$ cat src/rtl/sar_seq_pkg.sv
package sar_seq_pkg;

    typedef enum logic [2:0] {
        SRC_SW   = 3'b000,
        SRC_TMR0 = 3'b001,
        SRC_TMR2 = 3'b010,
        SRC_TMR1 = 3'b011,
        SRC_PIN  = 3'b100,
        SRC_TMR3 = 3'b101
    } trig_src_e;

    typedef enum logic [1:0] {
        ST_IDLE,
        ST_TRACK,
        ST_CONV,
        ST_DONE
    } seq_state_e;

endpackage

$ cat src/rtl/sar_tick_gen.sv
module sar_tick_gen #(
    parameter int SAR_DIV = 4
) (
    input  logic clk,
    input  logic rst_n,
    input  logic run,
    output logic tick
);

    generate
        if (SAR_DIV <= 1) begin : g_pass
            assign tick = run;
        end else begin : g_div
            localparam int DW = $clog2(SAR_DIV);
            localparam logic [DW-1:0] LAST = DW'(SAR_DIV - 1);
            logic [DW-1:0] cnt;

            always_ff @(posedge clk or negedge rst_n) begin
                if (!rst_n) begin
                    cnt <= '0;
                end else if (!run || cnt == LAST) begin
                    cnt <= '0;
                end else begin
                    cnt <= cnt + 1'b1;
                end
            end

            assign tick = run && (cnt == LAST);
        end
    endgenerate

endmodule

$ cat src/rtl/sar_trig_mux.sv
module sar_trig_mux
    import sar_seq_pkg::*;
#(
    parameter int SYNC_STAGES = 2
) (
    input  logic       clk,
    input  logic       rst_n,
    input  logic       sw_start,
    input  logic [3:0] tmr_ovf,
    input  logic       ext_pin,
    input  logic [2:0] src_sel,
    output logic       trig,
    output logic       pin_lvl
);

    // chain[0..SYNC_STAGES-1] synchronize, chain[SYNC_STAGES] is edge history
    logic [SYNC_STAGES:0] chain;
    logic                 pin_rise;

    always_ff @(posedge clk or negedge rst_n) begin
        if (!rst_n) begin
            chain <= '0;
        end else begin
            chain <= {chain[SYNC_STAGES-1:0], ext_pin};
        end
    end

    assign pin_lvl  = chain[SYNC_STAGES-1];
    assign pin_rise = chain[SYNC_STAGES-1] & ~chain[SYNC_STAGES];

    always_comb begin
        case (src_sel)
            SRC_SW:   trig = sw_start;
            SRC_TMR0: trig = tmr_ovf[0];
            SRC_TMR1: trig = tmr_ovf[1];
            SRC_TMR2: trig = tmr_ovf[2];
            SRC_TMR3: trig = tmr_ovf[3];
            SRC_PIN:  trig = pin_rise;
            default:  trig = 1'b0;
        endcase
    end

endmodule

$ cat src/rtl/sar_conv_sched.sv
module sar_conv_sched
    import sar_seq_pkg::*;
#(
    parameter int SAR_DIV     = 4,
    parameter int TRACK_CLKS  = 3,
    parameter int CONV_CLKS   = 11,
    parameter int SYNC_STAGES = 2,
    localparam int CNT_W      = $clog2(CONV_CLKS)
) (
    input  logic             clk,
    input  logic             rst_n,
    input  logic             sw_start,
    input  logic [3:0]       tmr_ovf,
    input  logic             ext_start,
    input  logic [2:0]       trig_sel,
    input  logic             lp_track,
    input  logic             shutdown,
    output logic             track_en,
    output logic             sar_step,
    output logic [CNT_W-1:0] sar_cnt,
    output logic             busy,
    output logic             done
);

    localparam logic [CNT_W-1:0] TRK_LAST = CNT_W'(TRACK_CLKS - 1);
    localparam logic [CNT_W-1:0] CNV_LAST = CNT_W'(CONV_CLKS - 1);

    seq_state_e       state, nxt;
    logic             trig, pin_lvl, tick, run;
    logic [CNT_W-1:0] ph;
    logic             pin_src;

    assign pin_src = (trig_sel == SRC_PIN);
    assign run     = (state == ST_TRACK) || (state == ST_CONV);

    sar_trig_mux #(.SYNC_STAGES(SYNC_STAGES)) u_trig (
        .clk      (clk),
        .rst_n    (rst_n),
        .sw_start (sw_start),
        .tmr_ovf  (tmr_ovf),
        .ext_pin  (ext_start),
        .src_sel  (trig_sel),
        .trig     (trig),
        .pin_lvl  (pin_lvl)
    );

    sar_tick_gen #(.SAR_DIV(SAR_DIV)) u_tick (
        .clk   (clk),
        .rst_n (rst_n),
        .run   (run),
        .tick  (tick)
    );

    // state register
    always_ff @(posedge clk or negedge rst_n) begin
        if (!rst_n) begin
            state <= ST_IDLE;
        end else begin
            state <= nxt;
        end
    end

    // SAR-clock phase counter, restarted on every state change
    always_ff @(posedge clk or negedge rst_n) begin
        if (!rst_n) begin
            ph <= '0;
        end else if (nxt != state) begin
            ph <= '0;
        end else if (tick) begin
            ph <= ph + 1'b1;
        end
    end

    // next state
    always_comb begin
        nxt = state;
        unique case (state)
            ST_IDLE: begin
                if (trig) begin
                    nxt = (lp_track && !pin_src) ? ST_TRACK : ST_CONV;
                end
            end
            ST_TRACK: begin
                if (tick && ph == TRK_LAST) nxt = ST_CONV;
            end
            ST_CONV: begin
                if (tick && ph == CNV_LAST) nxt = ST_DONE;
            end
            ST_DONE: nxt = ST_IDLE;
        endcase
    end

    // outputs
    always_comb begin
        track_en = 1'b0;
        sar_step = 1'b0;
        sar_cnt  = '0;
        busy     = 1'b0;
        done     = 1'b0;
        unique case (state)
            ST_IDLE: begin
                track_en = !shutdown && (!lp_track || (pin_src && !pin_lvl));
            end
            ST_TRACK: begin
                busy     = 1'b1;
                track_en = !shutdown;
            end
            ST_CONV: begin
                busy     = 1'b1;
                sar_step = tick;
                sar_cnt  = ph;
            end
            ST_DONE: begin
                done     = 1'b1;
                track_en = !shutdown && !lp_track;
            end
        endcase
    end

endmodule

$ cat config.mk
export PLATFORM = sky130hd
export DESIGN_NAME = sar_conv_sched
export DESIGN_NICKNAME = d
export VERILOG_FILES = /design/src/rtl/sar_seq_pkg.sv /design/src/rtl/sar_tick_gen.sv /design/src/rtl/sar_trig_mux.sv /design/src/rtl/sar_conv_sched.sv
export SDC_FILE = /design/constraint.sdc
export NUM_CORES = 1
export LEC_CHECK = 0
export ABC_CLOCK_PERIOD_IN_PS = 2200
export BUFFER_PORTS_ARGS = -buffer_cell sky130_fd_sc_hd__buf_2
export CORE_UTILIZATION = 46
export DETAILED_ROUTE_END_ITERATION = 7
export PLACE_DENSITY = 0.78
export SLEW_MARGIN = 20
export SYNTH_ARGS = -nofsm -noshare
export SYNTH_HDL_FRONTEND = slang
export SYNTH_HIERARCHICAL = 1
export SYNTH_SLANG_ARGS = --single-unit
$ cat constraint.sdc
create_clock -name clk -period 2.2 [get_ports clk]
set_clock_uncertainty 0.1 [all_clocks]
set_input_delay 0.22 -clock clk [delete_from_list [all_inputs] [get_ports clk]]
set_output_delay 0.22 -clock clk [all_outputs]
set_load 0.02 [all_outputs]
# Word-level counts from Yosys, hierarchy flattened
# Cells that the tools add are included.
# classes
multipliers	0
div_mod_pow	0
n_lt_le_gt_ge	0
shift	0
n_mux	14
n_addsub	2
eq_ne	12
reduce_logical	19
bitwise	2
# ops
operator	n
$mux W4	3
$mux W2	5
$pmux W2 S4	1
$logic_and A1 B1 Y1	7
$eq A2 B2 Y1 const B	3
$eq A3 B2 Y1 const B	2
$eq A3 B3 Y1 const B	2
$pmux W1 S6	1
$logic_not A1 Y1	5
$add A4 B1 Y4 const B	1
$eq A4 B2 Y1 const B	1
$eq A4 B4 Y1 const B	1
$eq A3 B1 Y1 const B	1
$logic_not A3 Y1	1
$logic_or A1 B1 Y1	3
$mux W1	3
$pmux W1 S3	1
$add A2 B1 Y2 const B	1
$eq A2 B1 Y1 const B	1
$logic_not A2 Y1	1
$ne A2 B2 Y1	1
$reduce_bool A2 Y1	1
$reduce_or A2 Y1	1
$and A1 B1 Y1	1
$not A1 Y1	1
# word_totals
out_inout_bits	8
mem_bits_ro	0
register_bits	11
elab_cells	53
latch_bits	0
input_bits	13
memories	0
ram_bits	0

# Longest topological paths before layout
# depth
word_depth	8
mapped_depth	8
ltp_nobuf	7

# Modules after synthesis
# Netlist, hierarchy kept.
# modules_own_cells
module	seq_area_each_um2	cells_per_inst	instances	area_each_um2
sar_conv_sched	150.1	64	1	601.8
sar_trig_mux	75.1	9	1	125.1
sar_tick_gen	50.0	6	1	91.3

# Worst setup path before layout
# No wires, ideal clock.
# synth_path
path_kind	register to register
startpoint	register state[0]
endpoint	register ph[0]
path_slack_ps	-46
arrival_ps	2016
stages_incl_launch_ff	9
required_ps	1970
path_buffers	1
path_cell_list	dfrtp_1 inv_1 ha_1 and2_2 buf_6 nor4bb_4 a21boi_2 o211ai_2 nor3_1
# synth_via
elab_chain_cells	8
elab_cells_between_ends	15
# synth_rtl
item	line	rtl
start, declared	sar_conv_sched.sv:28	seq_state_e state, nxt;
start signal, assigned	sar_conv_sched.sv:59	state <= nxt;
$eq A2 B1 Y1 / $eq A2 B2 Y1 (equally long branches)	sar_conv_sched.sv:34	assign run = (state == ST_TRACK) || (state == ST_CONV);
$logic_or A1 B1 Y1 (*)	sar_conv_sched.sv:34	
$logic_and A1 B1 Y1 (*)	sar_tick_gen.sv:28	assign tick = run && (cnt == LAST);
net tick	sar_conv_sched.sv:29	logic trig, pin_lvl, tick, run;
$logic_and A1 B1 Y1, on equally long branches	sar_conv_sched.sv:87, sar_conv_sched.sv:84	
$mux W2, on equally long branches	sar_conv_sched.sv:87, sar_conv_sched.sv:84	
$pmux W2 S4	sar_conv_sched.sv:77	unique case (state)
$ne A2 B2 Y1	sar_conv_sched.sv:67	end else if (nxt != state) begin
$mux W4 / $reduce_bool A2 Y1 (equally long branches)	--	
end signal, assigned	sar_conv_sched.sv:70	ph <= ph + 1'b1;
end, declared	sar_conv_sched.sv:30	logic [CNT_W-1:0] ph;
# The timed path passes the listed nets; every way through them passes the cells marked *.
# A chain may end at the register's enable or synchronous reset.

# Final worst setup path
# layout_path
startpoint	register u_trig.chain[2]
endpoint	register ph[3]
# layout_via
elab_chain_cells	7
elab_cells_between_ends	8
# layout_rtl
item	line	rtl
start, declared	sar_trig_mux.sv:17	logic [SYNC_STAGES:0] chain;
start signal, assigned	sar_trig_mux.sv:24	chain <= {chain[SYNC_STAGES-1:0], ext_pin};
$not A1 Y1 (*)	sar_trig_mux.sv:29	assign pin_rise = chain[SYNC_STAGES-1] & ~chain[SYNC_STAGES];
$and A1 B1 Y1 (*)	sar_trig_mux.sv:29	
$pmux W1 S6 (*)	sar_trig_mux.sv:32	case (src_sel)
net trig	sar_conv_sched.sv:29	
$mux W2 (*)	sar_conv_sched.sv:79	if (trig) begin
$pmux W2 S4 (*)	sar_conv_sched.sv:77	
$ne A2 B2 Y1 (*)	sar_conv_sched.sv:67	
$mux W4 / $reduce_bool A2 Y1 (equally long branches)	--	
# Marked as above.

==> impl_metrics.tcl <==
set metrics [dict create \
    route.detailed.drc 0 \
    reg2reg_slack_ns 0.14 \
    netlist_instances 79 \
    routed.top_layer "met4" \
    synth_top_cell_area_share_pct 33.6 \
    die_w_um 44.2 \
    synth_flop_cell "dfrtp_1" \
    power.leakage_nw 0.482 \
    synthArstFlopShare_pct 100 \
    criticalPathCategory "reg2reg" \
    cts_tree "done" \
    final-setup-viol-count 0 \
    critPathLaunchType "flop" \
    drt-total-wl_um 1760 \
    dpl.cell_count 117 \
    slew_headroom_pct 71.2 \
    synthDistinctLibCells 36 \
    required_ns 2.23 \
    place_congestion 0.799 \
    postSynthAreaPerCell_um2 10.4 \
    hold_ws_ns 0.249 \
    syn_to_final_growth_pct 22.6 \
    cts_max_level 1 \
    nets 129 \
    switching_share_pct 43.7 \
    crit_arrival_ns 2.09 \
    peakVddDrop_mv 0.806 \
    wl_met2_um 872 \
    fmax_mhz 485 \
    power.share.combinational_pct 60.5 \
    drive_gt1_share_pct 38.3 \
    grt_max_degree 12 \
    end_kind "flop" \
    post-synth-top-count-cell "dfrtp_1" \
    synth_edf_count 0 \
    io_pins 21 \
    antenna_left 0 \
    tns_ns 0 \
    routedWlPerCell_um 14.3 \
    seqPwrFrac_pct 26.7 \
    cts-root-buf "clkbuf_4" \
    initial_utilization_pct 51.9 \
    place_hpwl_um 1410 \
    min_path_type "in2async" \
    yosys-top-cells-count "dfrtp_1 (11), ha_1 (8), inv_1 (7), nand2_1 (5), nor3_1 (5)" \
    internal_power_mw 0.564 \
    synth.area.top_cells "dfrtp_1 (34%), ha_1 (12%), inv_1 (3.2%)" \
    grt_pass1_vias 664 \
    clk_latency_ns 0.26 \
    drt_iter0_markers 22 \
    hold_viol 0 \
    switchingPower_mw 0.438 \
    cp_max_fo 6 \
    clkTransAtPathRegs_ns 0.06 \
    grt_pass1_wl_um 2870 \
    maxCapViolations 0 \
    cts_buffers 3 \
    min_period_ns 2.06 \
    core-area_um2 1580 \
    diodes 0 \
    track_usage_pct 20.0 \
    clock-sinks 11 \
    antenna_found_initial 0 \
    finalCritPeriodShare_pct 93.6 \
    die_h_um 44.2 \
    stdcell_count 123 \
    grt-ovfl-total 0 \
    synth.yosys.warnings 6 \
    p_per_area_nw_per_um2 999 \
    wl_met3_um 80 \
    yosysTopAreaCell "dfrtp_1" \
    p_clk_share_pct 12.8 \
    clockBufferDepth 2 \
    vias_per_cell 5.87 \
    placementRows 14 \
    synthesis.area_um2 818 \
    dieArea_um2 1950 \
    wl_met1_um 772 \
    io_buffers 20 \
    final_max_slew_viol_count 0 \
    worstMarginPinSlew_ns 0.430 \
    status "finished clean" \
    ys_ff_latch 11 \
    syn-num-nets 100 \
    drt_pass1_iterations 4 \
    yosysSeqAreaShare_pct 33.6 \
    vias 722 \
]
[power groups by stage]
stage | logic (mW) | clock network [mW] | registers (mW)
after floorplan | 0.417 | 0 | 0.286
after global placement | 0.582 | 0 | 0.267
after detailed placement | 0.595 | 0 | 0.269
after CTS | 0.600 | 0.138 | 0.265
after global routing | 0.666 | 0.148 | 0.270
final | 0.606 | 0.129 | 0.267
[final cells by class]
| class | instances | area [um^2] |
|---|---|---|
| Fill cell | 132 | 573 |
| Multi-Input combinational cell | 60 | 513 |
| Sequential cell | 11 | 275 |
| Timing Repair Buffer | 25 | 143 |
| Clock buffer | 4 | 26.3 |
| Inverter | 7 | 26.3 |
| Tap cell | 16 | 20.0 |
[timing repair]
item / 4_1_cts / 5_1_grt
buffers inserted: 0 / 0
gates resized for setup: 0 / 2
endpoints found under the setup margin: 0 / 4
endpoints found under the hold margin: 12 / 0
hold buffers: 2 / 0
[kinds of logic after synthesis]
group           count (synthesis)  synth area share (%)
mux                             1                  2.75
flops                          11                  33.6
compound gates                 16                  16.2
simple gates                   32                  27.4
xor+xnor                        3                  3.21
buf+inv                         8                  4.59
fa+ha+maj                       8                  12.2
[per-stage QoR]
stage	area [um^2]	setup slack [ns]	total power, mW	utilization [%]
4_1_cts	998	0.000501	1.00	63.3
6_report	1000	0.140	1.00	63.7
3_5_place_dp	952	-0.00979	0.864	60.4
2_1_floorplan	821	0.00329	0.703	-
3_3_place_gp	952	0.128	0.850	60.4
5_1_grt	1000	-0.00325	1.08	63.7
[cell usage in the layout, fill, tap and decap left out, types with 2 or more instances in the layout]
cell type and instances:
clkbuf_4 3, nor3_1 5, and2_2 2, buf_4 3, nand2_1 5, xor2_1 2
buf_2 20, ha_1 7, inv_1 6, dlygate4sd3_1 2, o21ai_0 4, and2_1 4
dfrtp_1 11, o211ai_2 2, nand3_1 4
[layer usage]
layer	vias to the layer above	global-route usage, %
met3	6	1.22
met2	32	34.4
li1	345	-
met5	-	0
met1	339	27.3
met4	0	5.45
[flip-flops by register name, indices dropped and copies added (netlist names)]
name / count
ph: 4
u_trig/chain: 3
state: 2
u_tick/g_div.cnt: 2
[critical path, cell delays in order (launching register included)]
cell	delay, ns
dfrtp_1	0.37
nor3b_1	0.19
a21oi_1	0.07
o31ai_2	0.38
or2b_1	0.27
a31o_2	0.25
o211ai_2	0.21
nor3_1	0.10
[final timing paths]
path	start	endpoint	cells after the start
worst min-delay path	rst_n	u_tick/g_div.cnt[0]$_DFF_PN0_	2
worst max register to register	u_trig/chain[2]$_DFF_PN0_	ph[3]$_DFFE_PN0P_	7
worst min register to register	u_trig/chain[0]$_DFF_PN0_	u_trig/chain[1]$_DFF_PN0_	0
min in group clk	u_trig/chain[0]$_DFF_PN0_	u_trig/chain[1]$_DFF_PN0_	0
worst max-delay path	u_trig/chain[2]$_DFF_PN0_	ph[3]$_DFFE_PN0P_	7
max in group asynchronous	rst_n	u_trig/chain[2]$_DFF_PN0_	2
(Power assumes the default switching activity.)
